[config.mk]
export PLATFORM = sky130hd
export DESIGN_NAME = frame_crc_scrubber
export DESIGN_NICKNAME = d
export VERILOG_FILES = /design/src/rtl/frame_crc_pkg.sv /design/src/rtl/crc16_engine.sv /design/src/rtl/sig_table.sv /design/src/rtl/inject_reg.sv /design/src/rtl/frame_crc_scrubber.sv
export SDC_FILE = /design/constraint.sdc
export NUM_CORES = 1
export LEC_CHECK = 0
export BUFFER_PORTS_ARGS = -buffer_cell sky130_fd_sc_hd__buf_2
export CAP_MARGIN = 0
export CORE_AREA = 2 2 124 126
export DETAILED_ROUTE_END_ITERATION = 10
export DIE_AREA = 0 0 126 128
export GPL_TIMING_DRIVEN = 0
export PLACE_DENSITY = 0.75
export SLEW_MARGIN = 15
export SYNTH_ARGS = -nofsm -noshare
export SYNTH_HDL_FRONTEND = slang
export SYNTH_SLANG_ARGS = --single-unit
[constraint.sdc]
create_clock -name clk -period 2.5 [get_ports clk]
set_clock_uncertainty 0.1 [all_clocks]
set_input_delay 0.125 -clock clk [delete_from_list [all_inputs] [get_ports clk]]
set_output_delay 0.125 -clock clk [all_outputs]
set_load 0.01 [all_outputs]
[src/rtl/frame_crc_pkg.sv]
package frame_crc_pkg;
  localparam int          CRC_W           = 16;
  localparam logic [15:0] CRC_POLY        = 16'h8005;
  localparam int          INJ_W           = 21;
  localparam int          INJ_ARM_BIT     = 20;
  localparam int          INJ_MASK_W      = 16;
  localparam int          INSTR_W         = 10;
  localparam logic [9:0]  INJ_SELECT_CODE = 10'h015;

  // One serial CRC step, MSB-first data.
  function automatic logic [CRC_W-1:0] crc_bit(input logic [CRC_W-1:0] c, input logic b);
    logic fb;
    fb = c[CRC_W-1] ^ b;
    crc_bit = {c[CRC_W-2:0], 1'b0} ^ (fb ? CRC_POLY : '0);
  endfunction
endpackage

[src/rtl/crc16_engine.sv]
module crc16_engine
  import frame_crc_pkg::*;
#(
  parameter int DATA_W = 16
) (
  input  logic              clk,
  input  logic              rst_n,
  input  logic              en,
  input  logic              restart,
  input  logic [DATA_W-1:0] data,
  output logic [CRC_W-1:0]  crc_nxt
);
  logic [CRC_W-1:0] crc_q;

  always_comb begin
    logic [CRC_W-1:0] acc;
    acc = crc_q;
    for (int i = DATA_W - 1; i >= 0; i--) acc = crc_bit(acc, data[i]);
    crc_nxt = acc;
  end

  // Accumulator returns to zero once a frame's last word is taken.
  always_ff @(posedge clk) begin
    if (!rst_n)  crc_q <= '0;
    else if (en) crc_q <= restart ? '0 : crc_nxt;
  end
endmodule

[src/rtl/sig_table.sv]
module sig_table
  import frame_crc_pkg::*;
#(
  parameter int NFRAMES = 8,
  parameter int AW      = 3
) (
  input  logic             clk,
  input  logic             we,
  input  logic [AW-1:0]    waddr,
  input  logic [CRC_W-1:0] wdata,
  input  logic [AW-1:0]    raddr,
  output logic [CRC_W-1:0] rdata
);
  logic [CRC_W-1:0] mem [NFRAMES];

  always_ff @(posedge clk) begin
    if (we) mem[waddr] <= wdata;
  end

  assign rdata = mem[raddr];
endmodule

[src/rtl/inject_reg.sv]
module inject_reg
  import frame_crc_pkg::*;
(
  input  logic                  clk,
  input  logic                  rst_n,
  input  logic                  user_mode,
  input  logic                  sh_en,
  input  logic [INSTR_W-1:0]    sh_instr,
  input  logic                  sh_din,
  input  logic                  consume,
  output logic                  armed,
  output logic [INJ_MASK_W-1:0] mask
);
  logic [INJ_W-1:0] q;
  logic             sel;

  assign sel = user_mode && sh_en && (sh_instr == INJ_SELECT_CODE);

  always_ff @(posedge clk) begin
    if (!rst_n)       q <= '0;
    else if (sel)     q <= {q[INJ_W-2:0], sh_din};
    else if (consume) q[INJ_ARM_BIT] <= 1'b0;
  end

  assign armed = q[INJ_ARM_BIT];
  assign mask  = q[INJ_MASK_W-1:0];

  // nothing changes the register outside user mode
  a_r7_user_mode_gate: assert property (@(posedge clk) disable iff (!rst_n)
    !user_mode |=> $stable(q));
  // a foreign instruction code leaves the register alone
  a_r7_code_gate: assert property (@(posedge clk) disable iff (!rst_n)
    (sh_instr != INJ_SELECT_CODE && !consume) |=> $stable(q));
  // arm bit clears after use
  a_r8_self_clear: assert property (@(posedge clk) disable iff (!rst_n)
    (consume && !sh_en) |=> !armed);
endmodule

[src/rtl/frame_crc_scrubber.sv]
module frame_crc_scrubber
  import frame_crc_pkg::*;
#(
  parameter int NFRAMES = 8,
  parameter int WORDS   = 4,
  parameter int DATA_W  = 16,
  localparam int FIDX_W = (NFRAMES > 1) ? $clog2(NFRAMES) : 1
) (
  input  logic               clk,
  input  logic               rst_n,
  input  logic [NFRAMES-1:0] excl_mask,
  output logic [FIDX_W-1:0]  scan_frame,
  input  logic               in_valid,
  output logic               in_ready,
  input  logic [DATA_W-1:0]  in_data,
  input  logic               sig_we,
  input  logic [FIDX_W-1:0]  sig_addr,
  input  logic [CRC_W-1:0]   sig_data,
  input  logic               user_mode,
  input  logic [INSTR_W-1:0] sh_instr,
  input  logic               sh_en,
  input  logic               sh_din,
  output logic               crc_error,
  output logic               frame_done
);
  localparam int WIDX_W = (WORDS > 1) ? $clog2(WORDS) : 1;
  localparam logic [FIDX_W-1:0] LAST_F = FIDX_W'(NFRAMES - 1);
  localparam logic [WIDX_W-1:0] LAST_W = WIDX_W'(WORDS - 1);

  logic [FIDX_W-1:0]     f_q;
  logic [WIDX_W-1:0]     w_q;
  logic                  err_q, done_q;
  logic                  cur_excl, acc, acc_last, advance;
  logic [CRC_W-1:0]      crc_nxt, sig_rd, applied;
  logic                  inj_armed, inj_live;
  logic [INJ_MASK_W-1:0] inj_mask;

  assign cur_excl = excl_mask[f_q];
  assign in_ready = !cur_excl;
  assign acc      = in_valid && in_ready;
  assign acc_last = acc && (w_q == LAST_W);
  assign advance  = cur_excl || acc_last;

  crc16_engine #(.DATA_W(DATA_W)) u_crc (
    .clk(clk), .rst_n(rst_n), .en(acc), .restart(acc_last),
    .data(in_data), .crc_nxt(crc_nxt)
  );

  sig_table #(.NFRAMES(NFRAMES), .AW(FIDX_W)) u_sig (
    .clk(clk), .we(sig_we), .waddr(sig_addr), .wdata(sig_data),
    .raddr(f_q), .rdata(sig_rd)
  );

  assign inj_live = inj_armed && user_mode;

  inject_reg u_inj (
    .clk(clk), .rst_n(rst_n), .user_mode(user_mode), .sh_en(sh_en),
    .sh_instr(sh_instr), .sh_din(sh_din), .consume(acc_last && inj_live),
    .armed(inj_armed), .mask(inj_mask)
  );

  assign applied = inj_live ? inj_mask : '0;

  always_ff @(posedge clk) begin
    if (!rst_n) begin
      f_q    <= '0;
      w_q    <= '0;
      err_q  <= 1'b0;
      done_q <= 1'b0;
    end else begin
      done_q <= acc_last;
      if (acc_last) err_q <= ((crc_nxt ^ applied) != sig_rd);
      if (acc_last)  w_q <= '0;
      else if (acc)  w_q <= w_q + 1'b1;
      if (advance) f_q <= (f_q == LAST_F) ? '0 : f_q + 1'b1;
    end
  end

  assign scan_frame = f_q;
  assign crc_error  = err_q;
  assign frame_done = done_q;

  // skipping an excluded frame holds the status
  a_r4_skip_hold: assert property (@(posedge clk) disable iff (!rst_n)
    cur_excl |=> ($stable(crc_error) && !frame_done));
  // completion pulse follows an accepted word
  a_r2_done_after_word: assert property (@(posedge clk) disable iff (!rst_n)
    frame_done |-> $past(in_valid && in_ready));
  // index stays within the frame count
  a_r5_index_range: assert property (@(posedge clk) disable iff (!rst_n)
    int'(scan_frame) < NFRAMES);
  // an idle stream on a checked frame stalls the scan
  a_r6_stall: assert property (@(posedge clk) disable iff (!rst_n)
    (!in_valid && in_ready) |=> ($stable(scan_frame) && $stable(crc_error) && !frame_done));
endmodule

==> impl_results.md <==
- Pleak: about 0.0036 µW
- Max layer used: met4
- IO buf count: 63
- Sequential area share after synthesis: 0.611
- Vias in the first global route: between 4000 and 5000
- Cell Count, Final, Fillers Out: 808
- Crit Path Class: reg -> reg
- Top_reg_cell synth: edfxtp_1
- Yosys warns: 0
- Pin count of the biggest net entering global routing: 18
- F_max: slightly above 0.4 GHz
- Setup violators final: 0
- DRC Markers: 0
- CTS Sinks: approximately 180
- Hold Path Depth: 4
- Post-synth ARST share: 0
- Critical Path Start Type: register
- Detailed Route Iter0 Violations: 322
- Most frequent cell after synthesis: edfxtp_1
- Tot Pwr: approximately 8400 µW
- Via density: 5.48
- CP max FO: 5
- Worst slew margin: 0.512
- Drt pass-1 iters: 4
- Post-synth cell types: between 40 and 50
- #FFs+latches synth: around 180
- Die W: 126 µm
- Final ANT Viol Nets: 0
- Worst EP required: approximately 2700 ps
- N_diodes: 0
- Hold_ws: around 35 ps
- Routed WL: between 15 and 20 mm
- WP data arrival: 2660 ps
- FP Rows: 45
- CTS buffer count: 17
- Core area: around 15000 µm²
- VDD IR max: around 0.75 mV
- Routability cong.: 0.840
- Layout cells sized above 1: 0.324
- Reg2reg end: crc_error
- Syn_area_per_cell: approximately 16 µm²
- Boundary pin count: 66
- Hold Path Class: in -> reg
- Top cell type's share of synthesized area: 0.491
- Antenna violations before repair: 0
- Htree depth: 4
- Min Tclk post-route: 2450 ps
- HPWL Detailed: roughly 10 mm
- Inst Count DP: between 700 and 800
- Wire length per cell: about 19 µm
- Syn Inst Count: 483
- Worst Setup EP: crc_error
- Synth area leaders: edfxtp_1 49%, dfxtp_1 12%, mux4_2 9.8%, mux2i_1 4.3%, xnor2_1 4.1%
- Max Cap Viol: 0
- Clk pin slew, worst setup/hold paths: about 70 ps
- First-pass GRT wire length: 24.5 mm
- Via count: about 4400
- Initial Util: 0.527
- CTS Buffer Depth: 2
- PwrDens: ~870 nW/µm²
- Synth cell count leaders: 128 x edfxtp_1, 47 x dfxtp_1, 37 x xnor2_1
- Number of synthesized flops with an enable pin: 128
- CTS tree: yes
- Synth Net Count: around 550
- Final Hold Fails: 0
- Final worst-path cycle share: 0.980
- Die Span Y: ~130 µm
- Met2 routed WL: just over 8 mm
- RSZ-0062 raised after global routing: true
- Fin nets: 670
- Slew Limit Fails: 0
- Die Area: 16100 µm²
- Total track usage: 0.204
- CTS root buf: clkbuf_16
- Area grow syn2layout: 23.6%
- Met3 Wirelength: roughly 740 µm
- Tightest Pin Transition: 731 ps
- FF-to-FF setup slack: roughly 51 ps
- Yosys top cell by area: edfxtp_1
- Worst-Skew Late Latency: around 430 ps
- WL met1: roughly 6.6 mm
- Worst Setup End Kind: register
- Status: completed
- Grt ovf: 0
- Synthesized cell area: between 7000 and 8000 µm²
- Cells on worst reg2reg path: 8
-- cell families after synthesis --
| kind of cell | after synthesis | synth area share |
|---|---|---|
| AOI/OAI and AO/OA | 27 | 0.0214 |
| xor gates and xnor gates | 63 | 0.115 |
| adders and majority gates | 3 | 0.00479 |
| buffers and inverters | 25 | 0.0169 |
| DFF | 175 | 0.611 |
| muxes | 71 | 0.146 |
| and+or+nand+nor | 119 | 0.0851 |
-- worst max-delay path, cell delays in order, from the launching register on --
cell	delay (ps)
dfxtp_1	340
buf_6	140
buf_4	120
mux4_2	490
mux2i_2	230
xnor3_1	370
or3_1	320
mux2i_1	140
a21oi_1	70
-- metrics by stage --
stage	setup slack [ps]	TNS, ps	instance area (µm²)	utilization
6_report	50.8	0	9680	0.651
3_3_place_gp	-874	-18470	8390	0.564
5_1_grt	-58.5	-63.3	9680	0.651
4_1_cts	1.64	0	9660	0.650
2_1_floorplan	-17.7	-17.7	7840	-
3_5_place_dp	-850	-1060	8550	0.575
-- placed cells by master, fill, tap and decap left out, types with 5 or more instances in the layout --
| master | n |
|---|---|
| or3_1 | 5 |
| buf_8 | 6 |
| mux2i_1 | 28 |
| xnor3_1 | 6 |
| xnor2_2 | 8 |
| dfxtp_1 | 45 |
| mux2i_2 | 5 |
| edfxtp_1 | 128 |
| nor2_2 | 6 |
| nor2b_1 | 32 |
| buf_4 | 14 |
| a21oi_1 | 12 |
| dlygate4sd3_1 | 23 |
| buf_2 | 63 |
| xnor2_1 | 29 |
| mux4_2 | 34 |
| clkbuf_16 | 17 |
| nor3_1 | 8 |
| clkbuf_1 | 8 |
| xor3_1 | 11 |
| nand2_1 | 14 |
| nand3_1 | 26 |
-- metal layers --
metal	GRT usage	vias up
met5	0	-
met4	0.0666	0
met3	0.0422	18
met2	0.355	134
met1	0.257	2189
li1	-	2090
-- worst min path at each step --
stage          slack (ps)          endpoint         start
2_1_floorplan         120   u_sig.mem[0][0]   sig_data[0]
3_3_place_gp          280  u_sig.mem[6][13]  sig_data[13]
3_5_place_dp          290        u_inj.q[0]        sh_din
4_1_cts                20   u_crc.crc_q[13]      in_valid
5_1_grt                50    u_crc.crc_q[2]      in_valid
6_report               40   u_crc.crc_q[13]      in_valid
-- sequential cells by signal (all words and copies together), names as in the netlist, named ones only --
name / count
u_crc.crc_q: 16
u_inj.q: 21
frame_done: 1
crc_error: 1
u_sig.mem: 128
w_q: 2
scan_frame: 3
-- area by class of cell --
cell class                      instances  area (µm²)
Multi-Input combinational cell        283        3090
Sequential cell                       175        4790
Fill cell                            1036        5180
Buffer                                 24         213
Clock buffer                           17         425
Timing Repair Buffer                  106         757
Tap cell                              188         235
Clock inverter                         15         175
-- what timing repair did --
item,in CTS,in global routing
endpoints found under the setup margin,4,7
hold buffers,23,0
hold endpoints to repair,134,0
gates resized for setup,45,7
setup buffers,8,2
pin swaps,6,0
-- power by group --
group | leakage, µW | internal (µW) | total [µW] | switching (µW)
registers | 0.00155 | 3250 | 3340 | 92.7
logic | 0.00175 | 1430 | 2370 | 941
clock network | 0.000290 | 1510 | 2690 | 1180
total | 0.00358 | 6190 | 8400 | 2220
No activity file was read; power rests on OpenSTA's default activity.
